<file path="src/rtl/wmf_pkg.sv">
package wmf_pkg;
  // Sticky error flags; bit order is fixed: {access, overrun, invalid}
  typedef struct packed {
    logic access;
    logic overrun;
    logic invalid;
  } wmf_err_t;
endpackage

</file>
<file path="src/rtl/wmf_store.sv">
module wmf_store #(
  parameter int unsigned DEPTH = 8,
  parameter int unsigned DW    = 8,
  localparam int unsigned CW   = $clog2(DEPTH + 1),
  localparam int unsigned AW   = (DEPTH > 1) ? $clog2(DEPTH) : 1
) (
  input  logic          clk,
  input  logic          rst_n,
  input  logic          flush_i,
  input  logic          push_i,
  input  logic [DW-1:0] push_data_i,
  input  logic          pop_i,
  output logic [DW-1:0] head_o,
  output logic [CW-1:0] count_o,
  output logic [CW-1:0] count_next_o,
  output logic          full_o,
  output logic          empty_o
);

  logic [DW-1:0] mem_q [DEPTH];
  logic [AW-1:0] wr_ptr_q, wr_ptr_d;
  logic [AW-1:0] rd_ptr_q, rd_ptr_d;
  logic [CW-1:0] cnt_q, cnt_d;
  logic          mem_we;

  function automatic logic [AW-1:0] ptr_step(input logic [AW-1:0] p);
    return (p == AW'(DEPTH - 1)) ? '0 : p + 1'b1;
  endfunction

  always_comb begin
    wr_ptr_d = wr_ptr_q;
    rd_ptr_d = rd_ptr_q;
    cnt_d    = cnt_q;
    if (flush_i) begin
      wr_ptr_d = '0;
      rd_ptr_d = '0;
      cnt_d    = '0;
    end else begin
      if (push_i) wr_ptr_d = ptr_step(wr_ptr_q);
      if (pop_i)  rd_ptr_d = ptr_step(rd_ptr_q);
      unique case ({push_i, pop_i})
        2'b10:   cnt_d = cnt_q + 1'b1;
        2'b01:   cnt_d = cnt_q - 1'b1;
        default: cnt_d = cnt_q;
      endcase
    end
  end

  always_ff @(posedge clk or negedge rst_n) begin
    if (!rst_n) begin
      wr_ptr_q <= '0;
      rd_ptr_q <= '0;
      cnt_q    <= '0;
    end else begin
      wr_ptr_q <= wr_ptr_d;
      rd_ptr_q <= rd_ptr_d;
      cnt_q    <= cnt_d;
    end
  end

  assign mem_we = push_i && !flush_i;

  always_ff @(posedge clk) begin
    if (mem_we) mem_q[wr_ptr_q] <= push_data_i;
  end

  assign head_o       = mem_q[rd_ptr_q];
  assign count_o      = cnt_q;
  assign count_next_o = cnt_d;
  assign full_o       = (cnt_q == CW'(DEPTH));
  assign empty_o      = (cnt_q == '0);

  AST_NO_OVERFLOW: assert property (@(posedge clk) disable iff (!rst_n)
    push_i |-> !full_o);
  AST_NO_UNDERFLOW: assert property (@(posedge clk) disable iff (!rst_n)
    pop_i |-> !empty_o);
  AST_COUNT_RANGE: assert property (@(posedge clk) disable iff (!rst_n)
    count_o <= CW'(DEPTH));
  AST_PAIR_KEEPS_COUNT: assert property (@(posedge clk) disable iff (!rst_n)
    push_i && pop_i && !flush_i |=> $stable(count_o));

endmodule

</file>
<file path="src/rtl/wmf_host_ctl.sv">
module wmf_host_ctl
  import wmf_pkg::*;
(
  input  logic     clk,
  input  logic     rst_n,
  input  logic     busy_i,
  input  logic     rd_dir_i,
  input  logic     pacing_i,
  input  logic     clr_i,
  input  logic     host_wr_i,
  input  logic     host_rd_i,
  input  logic     full_i,
  input  logic     empty_i,
  input  logic     be_zero_i,
  output logic     host_push_o,
  output logic     host_pop_o,
  output wmf_err_t err_o
);

  logic     wr_wrong, rd_wrong;
  logic     wr_blocked, rd_blocked;
  wmf_err_t err_q, err_d;

  // Direction / activity rule: writes belong to write commands, reads to read commands
  assign wr_wrong   = host_wr_i && (!busy_i || rd_dir_i);
  assign rd_wrong   = host_rd_i && (!busy_i || !rd_dir_i);
  assign wr_blocked = host_wr_i && !wr_wrong && full_i;
  assign rd_blocked = host_rd_i && !rd_wrong && empty_i;

  assign host_push_o = host_wr_i && !wr_wrong && !full_i  && !clr_i;
  assign host_pop_o  = host_rd_i && !rd_wrong && !empty_i && !clr_i;

  always_comb begin
    err_d = err_q;
    if (clr_i) begin
      err_d = '0;
    end else begin
      if (wr_wrong || rd_wrong)                  err_d.invalid = 1'b1;
      if ((wr_blocked || rd_blocked) && !pacing_i) err_d.overrun = 1'b1;
      if ((host_push_o || host_pop_o) && be_zero_i) err_d.access = 1'b1;
    end
  end

  always_ff @(posedge clk or negedge rst_n) begin
    if (!rst_n) err_q <= '0;
    else        err_q <= err_d;
  end

  assign err_o = err_q;

  AST_IDLE_WRITE_FLAGGED: assert property (@(posedge clk) disable iff (!rst_n)
    host_wr_i && !busy_i && !clr_i |=> err_o.invalid);
  AST_WRONG_DIR_READ_FLAGGED: assert property (@(posedge clk) disable iff (!rst_n)
    host_rd_i && busy_i && !rd_dir_i && !clr_i |=> err_o.invalid);
  AST_FULL_WRITE_DROPPED: assert property (@(posedge clk) disable iff (!rst_n)
    host_wr_i && full_i |-> !host_push_o);
  AST_OVERRUN_NOT_PACED: assert property (@(posedge clk) disable iff (!rst_n)
    $rose(err_o.overrun) |-> !$past(pacing_i));

endmodule

</file>
<file path="src/rtl/wmf_resid.sv">
module wmf_resid #(
  parameter int unsigned LW = 16
) (
  input  logic          clk,
  input  logic          rst_n,
  input  logic          clr_i,
  input  logic          load_i,
  input  logic [LW-1:0] len_i,
  input  logic          fe_dec_i,
  input  logic          be_dec_i,
  output logic [LW-1:0] fe_o,
  output logic [LW-1:0] be_o,
  output logic [LW-1:0] fe_next_o,
  output logic [LW-1:0] be_next_o
);

  logic [LW-1:0] fe_q, fe_d, be_q, be_d;

  always_comb begin
    fe_d = fe_q;
    be_d = be_q;
    if (clr_i) begin
      fe_d = '0;
      be_d = '0;
    end else if (load_i) begin
      fe_d = len_i;
      be_d = len_i;
    end else begin
      if (fe_dec_i && (fe_q != '0)) fe_d = fe_q - 1'b1;
      if (be_dec_i && (be_q != '0)) be_d = be_q - 1'b1;
    end
  end

  always_ff @(posedge clk or negedge rst_n) begin
    if (!rst_n) begin
      fe_q <= '0;
      be_q <= '0;
    end else begin
      fe_q <= fe_d;
      be_q <= be_d;
    end
  end

  assign fe_o      = fe_q;
  assign be_o      = be_q;
  assign fe_next_o = fe_d;
  assign be_next_o = be_d;

  AST_BE_STEP: assert property (@(posedge clk) disable iff (!rst_n)
    be_dec_i && (be_o != '0) && !load_i && !clr_i |=> be_o == $past(be_o) - 1'b1);
  AST_BE_FLOOR: assert property (@(posedge clk) disable iff (!rst_n)
    be_dec_i && (be_o == '0) && !load_i && !clr_i |=> be_o == '0);
  AST_LOAD_BOTH: assert property (@(posedge clk) disable iff (!rst_n)
    load_i && !clr_i |=> fe_o == be_o);

endmodule

</file>
<file path="src/rtl/wmf_req.sv">
module wmf_req #(
  parameter int unsigned DEPTH = 8,
  parameter int unsigned MW    = 4,
  parameter int unsigned LW    = 16,
  localparam int unsigned CW   = $clog2(DEPTH + 1)
) (
  input  logic          clk,
  input  logic          rst_n,
  input  logic          busy_i,
  input  logic          rd_dir_i,
  input  logic [MW-1:0] hi_mark_i,
  input  logic [MW-1:0] lo_mark_i,
  input  logic [CW-1:0] cnt_n_i,
  input  logic [LW-1:0] fe_n_i,
  input  logic [LW-1:0] be_n_i,
  output logic          hi_o,
  output logic          lo_o,
  output logic          req_o
);

  logic [CW-1:0] free_n;
  logic          hi_calc, lo_calc, room_ok, both_done;
  logic          hi_q, hi_d, lo_q, lo_d, req_q, req_d;
  logic          upd_en;

  assign free_n    = CW'(DEPTH) - cnt_n_i;
  assign hi_calc   = 32'(cnt_n_i) >= 32'(hi_mark_i);
  assign lo_calc   = 32'(cnt_n_i) <= 32'(lo_mark_i);
  assign room_ok   = 32'(free_n)  >= 32'(be_n_i);
  assign both_done = (fe_n_i == '0) && (be_n_i == '0);
  assign upd_en    = busy_i;

  always_comb begin
    hi_d  = hi_q;
    lo_d  = lo_q;
    req_d = req_q;
    if (rd_dir_i) begin
      hi_d  = hi_calc;
      req_d = (hi_calc && (cnt_n_i != '0)) || (fe_n_i == '0);
    end else begin
      lo_d  = lo_calc;
      req_d = (be_n_i != '0) && (room_ok || lo_calc);
    end
    if (both_done) req_d = 1'b0;
  end

  always_ff @(posedge clk or negedge rst_n) begin
    if (!rst_n) begin
      hi_q  <= 1'b0;
      lo_q  <= 1'b0;
      req_q <= 1'b0;
    end else if (upd_en) begin
      hi_q  <= hi_d;
      lo_q  <= lo_d;
      req_q <= req_d;
    end
  end

  assign hi_o  = hi_q;
  assign lo_o  = lo_q;
  assign req_o = req_q;

  AST_REQ_HOLD_IDLE: assert property (@(posedge clk) disable iff (!rst_n)
    !busy_i |=> $stable(req_o));
  AST_REQ_DONE_CLEAR: assert property (@(posedge clk) disable iff (!rst_n)
    busy_i && (fe_n_i == '0) && (be_n_i == '0) |=> !req_o);
  AST_HI_HOLD_WRITE: assert property (@(posedge clk) disable iff (!rst_n)
    busy_i && !rd_dir_i |=> $stable(hi_o));
  AST_LO_HOLD_READ: assert property (@(posedge clk) disable iff (!rst_n)
    busy_i && rd_dir_i |=> $stable(lo_o));

endmodule

</file>
<file path="src/rtl/wmark_fifo.sv">
module wmark_fifo
  import wmf_pkg::*;
#(
  parameter int unsigned DEPTH = 8,
  parameter int unsigned DW    = 8,
  parameter int unsigned MW    = 4,
  parameter int unsigned LW    = 16,
  localparam int unsigned CW   = $clog2(DEPTH + 1)
) (
  input  logic          clk,
  input  logic          rst_n,
  input  logic          busy_i,
  input  logic          rd_dir_i,
  input  logic          pacing_i,
  input  logic [MW-1:0] hi_mark_i,
  input  logic [MW-1:0] lo_mark_i,
  input  logic          load_i,
  input  logic [LW-1:0] load_len_i,
  input  logic          err_clr_i,
  input  logic          host_wr_i,
  input  logic [DW-1:0] host_wdata_i,
  input  logic          host_rd_i,
  output logic [DW-1:0] host_rdata_o,
  input  logic          eng_push_i,
  input  logic [DW-1:0] eng_wdata_i,
  input  logic          eng_pop_i,
  output logic [DW-1:0] eng_rdata_o,
  output logic          eng_ack_o,
  output logic [CW-1:0] count_o,
  output logic          hi_water_o,
  output logic          lo_water_o,
  output logic          data_req_o,
  output logic [LW-1:0] fe_left_o,
  output logic [LW-1:0] be_left_o,
  output logic          overrun_err_o,
  output logic          access_err_o,
  output logic          invalid_cmd_o
);

  // Reset: asserted asynchronously, released through two flops
  logic [1:0] rst_sync_q;
  logic       rst_int_n;

  always_ff @(posedge clk or negedge rst_n) begin
    if (!rst_n) rst_sync_q <= '0;
    else        rst_sync_q <= {rst_sync_q[0], 1'b1};
  end
  assign rst_int_n = rst_sync_q[1];

  logic          full, empty;
  logic [DW-1:0] head;
  logic [CW-1:0] cnt_next;
  logic [LW-1:0] fe_q, be_q, fe_next, be_next;
  logic          host_push, host_pop;
  logic          eng_take, eng_give;
  logic          st_push, st_pop;
  logic [DW-1:0] st_data;
  wmf_err_t      err;
  logic [DW-1:0] rdata_q, rdata_d;
  logic          rdata_en;

  // Engine side: only in its own direction, while busy, with front-end length left
  assign eng_take = eng_push_i && busy_i && rd_dir_i  && !full  && (fe_q != '0) && !err_clr_i;
  assign eng_give = eng_pop_i  && busy_i && !rd_dir_i && !empty && (fe_q != '0) && !err_clr_i;
  assign eng_ack_o = eng_take || eng_give;

  assign st_push = host_push || eng_take;
  assign st_pop  = host_pop  || eng_give;
  assign st_data = rd_dir_i ? eng_wdata_i : host_wdata_i;

  wmf_host_ctl u_host (
    .clk         (clk),
    .rst_n       (rst_int_n),
    .busy_i      (busy_i),
    .rd_dir_i    (rd_dir_i),
    .pacing_i    (pacing_i),
    .clr_i       (err_clr_i),
    .host_wr_i   (host_wr_i),
    .host_rd_i   (host_rd_i),
    .full_i      (full),
    .empty_i     (empty),
    .be_zero_i   (be_q == '0),
    .host_push_o (host_push),
    .host_pop_o  (host_pop),
    .err_o       (err)
  );

  wmf_store #(.DEPTH(DEPTH), .DW(DW)) u_store (
    .clk          (clk),
    .rst_n        (rst_int_n),
    .flush_i      (err_clr_i),
    .push_i       (st_push),
    .push_data_i  (st_data),
    .pop_i        (st_pop),
    .head_o       (head),
    .count_o      (count_o),
    .count_next_o (cnt_next),
    .full_o       (full),
    .empty_o      (empty)
  );

  wmf_resid #(.LW(LW)) u_resid (
    .clk       (clk),
    .rst_n     (rst_int_n),
    .clr_i     (err_clr_i),
    .load_i    (load_i),
    .len_i     (load_len_i),
    .fe_dec_i  (eng_ack_o),
    .be_dec_i  (host_push || host_pop),
    .fe_o      (fe_q),
    .be_o      (be_q),
    .fe_next_o (fe_next),
    .be_next_o (be_next)
  );

  wmf_req #(.DEPTH(DEPTH), .MW(MW), .LW(LW)) u_req (
    .clk       (clk),
    .rst_n     (rst_int_n),
    .busy_i    (busy_i),
    .rd_dir_i  (rd_dir_i),
    .hi_mark_i (hi_mark_i),
    .lo_mark_i (lo_mark_i),
    .cnt_n_i   (cnt_next),
    .fe_n_i    (fe_next),
    .be_n_i    (be_next),
    .hi_o      (hi_water_o),
    .lo_o      (lo_water_o),
    .req_o     (data_req_o)
  );

  // Host read data register, loaded on each accepted host pop
  assign rdata_en = host_pop;
  assign rdata_d  = head;

  always_ff @(posedge clk or negedge rst_int_n) begin
    if (!rst_int_n)    rdata_q <= '0;
    else if (rdata_en) rdata_q <= rdata_d;
  end

  assign host_rdata_o  = rdata_q;
  assign eng_rdata_o   = head;
  assign fe_left_o     = fe_q;
  assign be_left_o     = be_q;
  assign overrun_err_o = err.overrun;
  assign access_err_o  = err.access;
  assign invalid_cmd_o = err.invalid;

  AST_ENGINE_ONE_SIDE: assert property (@(posedge clk) disable iff (!rst_int_n)
    $onehot0({eng_take, eng_give}));
  AST_HOST_POP_DATA: assert property (@(posedge clk) disable iff (!rst_int_n)
    host_pop |=> host_rdata_o == $past(eng_rdata_o));

endmodule

</file>
<file path="config.mk">
export PLATFORM = sky130hd
export DESIGN_NAME = wmark_fifo
export DESIGN_NICKNAME = d
export VERILOG_FILES = /design/src/rtl/wmf_pkg.sv /design/src/rtl/wmf_store.sv /design/src/rtl/wmf_host_ctl.sv /design/src/rtl/wmf_resid.sv /design/src/rtl/wmf_req.sv /design/src/rtl/wmark_fifo.sv
export SDC_FILE = /design/constraint.sdc
export NUM_CORES = 1
export LEC_CHECK = 0
export ABC_CLOCK_PERIOD_IN_PS = 2700
export BUFFER_PORTS_ARGS = -buffer_cell sky130_fd_sc_hd__buf_2
export CAP_MARGIN = 30
export CORE_ASPECT_RATIO = 1.25
export CORE_MARGIN = 1
export CORE_UTILIZATION = 35
export CTS_BUF_LIST = sky130_fd_sc_hd__clkbuf_8
export DETAILED_ROUTE_END_ITERATION = 7
export GPL_TIMING_DRIVEN = 0
export PLACE_DENSITY = 0.54
export SYNTH_ARGS = -nofsm -noshare
export SYNTH_HDL_FRONTEND = slang
export SYNTH_SLANG_ARGS = --single-unit
</file>
<file path="constraint.sdc">
create_clock -name clk -period 2.7 [get_ports clk]
set_input_delay 0.135 -clock clk [delete_from_list [all_inputs] [get_ports clk]]
set_output_delay 0.135 -clock clk [all_outputs]
set_load 0.01 [all_outputs]
</file>
; ---- After elaboration in Yosys (flattened, before gate mapping)
; Memories as Yosys holds them, arrays and structs flattened.
; Cells that the tools add are included.
; Widths: inputs -> output; s select.
[totals]
out_inout_bits = 59
n_memories = 1
reg_bits = 58
mem_bits_rw = 64
[mem_list]
columns = memory, depth, word_bits, rd, rd_ports_with_merged_regs, wr, line
row1 = u_store.mem_q, 8, 8, 1, 0, 1, wmf_store.sv:20  ; logic [DW-1:0] mem_q [DEPTH];
[classes]
magnitude_cmp = 3
reduce_logical = 61
mux = 23
n_bitwise = 1
addsub = 7
eq_ne = 5
[op_table]
columns = operator, count
row1 = $mux 16, 6
row2 = $logic_not 16->1, 3
row3 = $reduce_bool 16->1, 3
row4 = $sub 16x1->16 const B, 2
row5 = $logic_and 1x1->1, 28
row6 = $mux 3, 7
row7 = $ge 4x16->1, 1
row8 = $logic_or 1x1->1, 10
row9 = $reduce_bool 2->1, 5
row10 = $logic_not 1->1, 8
row11 = $mux 8, 1
row12 = $pmux 4 s2, 1
row13 = $mux 1, 7
row14 = $add 3x1->3 const B, 2
row15 = $eq 3x3->1 const B, 2
row16 = $add 4x1->4 const B, 1
row17 = $eq 4x4->1 const B, 1
row18 = $ge 4x4->1, 1
row19 = $le 4x4->1, 1
row20 = $logic_not 4->1, 1
row21 = $mux 4, 1
row22 = $reduce_and 2->1, 2
row23 = $reduce_bool 4->1, 1
row24 = $sub 4x1->4 const B, 1
row25 = 4 further kinds, 4

; ---- Logic depth before layout (Yosys ltp)
[logic_depth]
ltp_word = 17
ltp_mapped = 20
depth_no_buf = 20

; ---- Cells and area by module
; A second synthesis with hierarchy kept.
[unflattened]
cells_unflattened = 552
hier_area_um2 = 6648.9
[by_module_without_submodules]
columns = mod, area_each_um2, cells_per_inst, seq_area_each_um2, n_inst
row1 = wmf_store, 3104.2, 161, 2172.1, 1
row2 = wmf_resid, 2189.6, 258, 800.8, 1
row3 = wmark_fifo, 589.3, 47, 250.2, 1
row4 = wmf_req, 574.3, 67, 75.1, 1
row5 = wmf_host_ctl, 191.4, 19, 75.1, 1

; ---- Worst setup path before layout
; No wires, ideal clock.
[synth_timing]
path_kind = register -> register
from = register u_resid.fe_q[4], in the netlist u_resid.fe_o[4]
to = register u_req.req_q, in the netlist u_req.req_o
arrival_ps = 4296
setup_slack_ps = -1735
setup_time_ps = 139
n_path_buf = 0
path_stages_with_launch = 19
required_ps = 2561
path_cell_list = dfrtp_1 -> or4_4 -> nor4_4 -> nand2_1 -> a31o_2 -> nand3_1 -> ha_1 -> ha_1 -> a21o_1 -> a21oi_1 -> xor2_1 -> or3_1 -> a21oi_1 -> xor2_1 -> ha_1 -> a21oi_1 -> nor2b_1 -> o211ai_1 -> o221ai_1
[synth_via]
elab_chain_cells = 13
elab_cells_between_ends = 30
classes_between = add/sub (2) / order compare (3) / eq/ne (2) / mux (7) / reduce/logical (16)
[synth_rtl]
columns = item, line
row1 = "start, declared", wmf_resid.sv:17  ; logic [LW-1:0] fe_q, fe_d, be_q, be_d;
row2 = "start signal, assigned", wmf_resid.sv:36  ; fe_q <= '0;
row3 = "start signal, assigned", wmf_resid.sv:39  ; fe_q <= fe_d;
row4 = $reduce_bool 16->1 (*), "wmark_fifo.sv:63, wmark_fifo.sv:64"
row5 = "$logic_and 1x1->1, on equally long branches (2 in series)", "wmark_fifo.sv:64, wmark_fifo.sv:63"
row6 = "$logic_or 1x1->1, on equally long branches", "wmark_fifo.sv:68, wmark_fifo.sv:67"
row7 = $eq 2x1->1 / $eq 2x2->1 (equally long branches), wmf_store.sv:41  ; unique case ({push_i, pop_i})
row8 = $pmux 4 s2 (*), wmf_store.sv:41
row9 = $mux 4 (*), wmf_store.sv:34  ; if (flush_i) begin
row10 = named net cnt_next[3], wmark_fifo.sv:52  ; logic [CW-1:0] cnt_next;
row11 = $sub 4x4->4, wmf_req.sv:26  ; assign free_n = CW'(DEPTH) - cnt_n_i;
row12 = $ge 4x16->1, wmf_req.sv:29  ; assign room_ok = 32'(free_n) >= 32'(be_n_i);
row13 = $logic_or 1x1->1, wmf_req.sv:42  ; req_d = (be_n_i != '0) && (room_ok || lo_calc);
row14 = $logic_and 1x1->1, wmf_req.sv:42
row15 = $mux 1 (*), wmf_req.sv:37  ; if (rd_dir_i) begin
row16 = $mux 1 (*), wmf_req.sv:44  ; if (both_done) req_d = 1'b0;
row17 = "end signal, assigned", wmf_req.sv:55  ; req_q <= req_d;
row18 = "end, declared", wmf_req.sv:23  ; logic hi_q, hi_d, lo_q, lo_d, req_q, req_d;
; The timed path passes the listed nets; every way through them passes the cells marked *.
; A chain may end at the register's enable or synchronous reset.

; ---- Worst setup path after layout
[layout_timing]
from = register u_resid.fe_q[11], in the netlist u_resid.fe_o[11]
to = register u_req.req_q, in the netlist u_req.req_o
; Same word-level chain as after synthesis.

==> results.json <==
{
  "overflow": 0,
  "final_util_pct": 45.4,
  "cts.clk_slew.worst_paths_ps": 80,
  "cp-start-kind": "register",
  "synthTopCellsByArea": "edfxtp_1 30%, dfrtp_1 23%, mux4_2 5.6%, mux2_2 4.6%, ha_1 4.3%",
  "yosysTopAreaCellShare_pct": 29.9,
  "boundaryPins": 110,
  "grt_pass1_wl_um": 27200,
  "gp_congestion": 0.859,
  "ys_ff_latch": 122,
  "power_leakage_nw": 3.35,
  "antenna_cells": 0,
  "worst_hold_slack_ps": 59.1,
  "remaining_drc_errors": 0,
  "synth_ff_type": "edfxtp_1",
  "min_path_cells": 3,
  "dp_slack_ps": -1820,
  "die_h_um": 153,
  "synth_xor_area_share_pct": 2.18,
  "r2r_cells": 18,
  "path_max_fanout": 5,
  "dp_hpwl_um": 12700,
  "relSlewSlack_pct": 44.4,
  "hp-start": "load_len_i[11]",
  "synth_top_area_cell": "edfxtp_1",
  "final-max-slew-violation-count": 0,
  "ant_nets": 0,
  "core-area_mm2": 0.0180,
  "port_buffers": 108,
  "synthArstFlopShare_pct": 47.5,
  "fill_cells": 1673,
  "cp.required_ps": 3010,
  "clk_latency_ps": 450,
  "synth_edf_count": 64,
  "initial_utilization_pct": 35.6,
  "clockRootBuffer": "clkbuf_8",
  "dr.first_iter.drc_count": 259,
  "syn_nets": 607,
  "fin_crit_sh_pct": 153,
  "regToRegSetupSlack_ps": -1440,
  "ir_drop_uv": 398,
  "routed_wl_um": 17600,
  "worst_slew_pin_slew_ps": 834,
  "clock_path_buffers": 2,
  "ys_warn_count": 0,
  "cp.arrival_ps": 4450,
  "muxShareOfSynthArea_pct": 11.3,
  "status": "complete, but fails checks",
  "synth_top_family_by_area": "simple AND/OR/NAND/NOR gates",
  "track_usage_pct": 19.4,
  "vias": 4864,
  "synth-compound-area-share_pct": 11.8,
  "syn_area_per_cell_um2": 12.0,
  "cellPowerDensity_mw_per_mm2": 550,
  "multi_input_area_mm2": 0.00311,
  "clkSinkCount": 122,
  "rsz0062_at_grt": "yes",
  "regToRegStartpoint": "u_resid.fe_o[11]",
  "nets": 755,
  "grt_max_degree": 57,
  "violations": "setup timing",
  "die_area_mm2": 0.0189,
  "holdPathEnd": "u_resid.fe_o[11]",
  "synth-simple-area-share_pct": 14.1,
  "first_pass_iters": 4,
  "grt_antenna_before_repair": 0,
  "synthCells": 533,
  "rr_endpoint": "u_req.req_o",
  "setup_viol": 6,
  "cp-end-kind": "register",
  "skew_ps": 19.2,
  "wire_per_inst_um": 19.1,
  "drive_gt1_share_pct": 39.0,
  "cap_violations": 0,
  "tritoncts": "built",
  "fin_ws_ps": -1440,
  "criticalPathCategory": "register to register",
  "cts_buffers": 17,
  "ys_types": 67,
  "max_freq_ghz": 0.242,
  "ys_seq_area_share_pct": 52.5,
  "syn_area_mm2": 0.00642,
  "htree_num_levels": 4,
  "syn_to_final_growth_pct": 27.5,
  "finalHoldViolCount": 0,
  "layout_min_cycle_time_ps": 4140,
  "hold_class": "input port to register",
  "seqCellArea_mm2": 0.00338,
  "fp.dieW_um": 123,
  "grt_pass1_vias": 5030,
  "via_per_inst": 5.28,
  "yosys.area_share.adder_pct": 4.60,
  "rows": 55
}
==> per-layer routing <==
| metal | global-route usage (%) | wire [um] |
|---|---|---|
| met4 | 7.80 | 409 |
| met3 | 4.25 | 679 |
| met1 | 22.8 | 7350 |
| met5 | 0 | 0 |
| met2 | 33.8 | 9150 |
==> cell usage in the layout, fill, tap and decap left out, drive strengths merged, types with 6 or more instances in the layout <==
cell and n:
a21boi 8, a21o 8, a21oi 27, buf 131, clkbuf 34, dfrtp 58
edfxtp 64, ha 22, inv 42, mux2 26, mux2i 7, mux4 16
nand2 17, nand2b 8, nor2 36, nor2b 7, nor3 19, nor3b 6
nor4 18, o21ai 20, o31a 16, or2 7, or3 8, or4 8
xnor2 10, xor2 6
==> worst max-delay path by stage <==
stage | from | to | depth (start not counted)
after global placement | u_resid.fe_o[4] | u_req.req_o | 18
after floorplan | u_resid.fe_o[11] | u_req.req_o | 18
after CTS | u_resid.fe_o[5] | u_req.req_o | 18
after global routing | u_resid.fe_o[11] | u_req.req_o | 18
final | u_resid.fe_o[11] | u_req.req_o | 18
after detailed placement | u_resid.fe_o[4] | u_req.req_o | 18
==> where the power goes <==
part	leakage, nW	internal, mW	switching [mW]
Sequential	1.33	2.04	0.0877
Clock	0.204	0.942	0.794
Combinational	1.82	0.287	0.355
==> worst max-delay path: stages (launching register included) <==
cell and delay (ps):
dfrtp_2 430, or4_4 580, nor4_4 320, nand2_2 110, a31o_4 260, nand3_4 70
ha_4 180, fa_1 410, mux2i_1 190, nor2_2 80, inv_2 100, ha_4 200
ha_4 230, a21o_1 150, a21o_1 180, a21oi_2 120, nor2b_1 60, o211ai_1 170
o221ai_1 130
==> synthesized netlist by cell type, types with 2 or more instances <==
| library cell | instances |
|---|---|
| clkbuf_1 | 16 |
| o211ai_1 | 2 |
| buf_2 | 2 |
| dfrtp_1 | 58 |
| nor3b_1 | 6 |
| nor2_1 | 35 |
| o31ai_1 | 4 |
| nor3_1 | 19 |
| edfxtp_1 | 64 |
| xnor2_1 | 10 |
| or4_4 | 3 |
| or3_1 | 8 |
| mux2i_1 | 7 |
| o21a_1 | 5 |
| nor4_4 | 2 |
| a21oi_1 | 27 |
| nor2b_1 | 7 |
| mux2_2 | 26 |
| ha_1 | 22 |
| xor2_1 | 6 |
| nor4_1 | 16 |
| inv_1 | 36 |
| o21ai_0 | 19 |
| nand2b_1 | 8 |
| o31a_1 | 16 |
| nand4_1 | 2 |
| nand2_1 | 16 |
| or2_2 | 6 |
| nand3_1 | 4 |
| or4_1 | 5 |
| and2_1 | 2 |
| and4_1 | 2 |
| a21o_1 | 8 |
| o221ai_1 | 2 |
| nand3b_1 | 5 |
| o21bai_1 | 3 |
| mux4_2 | 16 |
| a21boi_0 | 7 |
| buf_1 | 3 |
==> area by class of cell <==
| class | instances | area share, % |
|---|---|---|
| sequential | 122 | 41.3 |
| multi-input combinational | 353 | 38.0 |
| timing repair buffer | 129 | 9.01 |
| tap | 228 | 3.48 |
| clock buffer | 18 | 3.02 |
| clock inverter | 13 | 2.06 |
| inverter | 37 | 1.73 |
| buffer | 21 | 1.37 |
==> cells by family after synthesis <==
group | count (synthesis)
mux | 49
xor+xnor | 16
flops | 122
buf+inv | 58
fa+ha+maj | 23
simple gates | 155
other cells | 1
compound gates | 109
==> sequential cells by signal (all words and copies together), names as in the netlist <==
name              cells
host_rdata_o          8
rst_sync_q            2
u_host.err_o          3
u_req.hi_o            1
u_req.lo_o            1
u_req.req_o           1
u_resid.be_o         16
u_resid.fe_o         16
u_store.count_o       4
u_store.mem_q        64
u_store.rd_ptr_q      3
u_store.wr_ptr_q      3
==> timing repair <==
item	CTS	global route
cloned	0	0
pin swaps	11	16
endpoints found under the setup margin	82	71
hold buffers	3	0
hold endpoints to repair	3	0
gates resized for setup	34	28
setup buffers	11	6
==> stage by stage <==
| step | setup TNS (ps) | total power [mW] | area (um^2) | instances |
|---|---|---|---|---|
| after CTS | -5400 | 4.53 | 8010 | 916 |
| final | -5040 | 4.51 | 8190 | 921 |
| after global placement | -42100 | 2.74 | 7310 | 869 |
| after floorplan | -4090 | 2.52 | 6480 | 533 |
| after global routing | -6070 | 4.70 | 8190 | 921 |
| after detailed placement | -18240 | 2.75 | 7350 | 871 |
(Power assumes the default switching activity.)
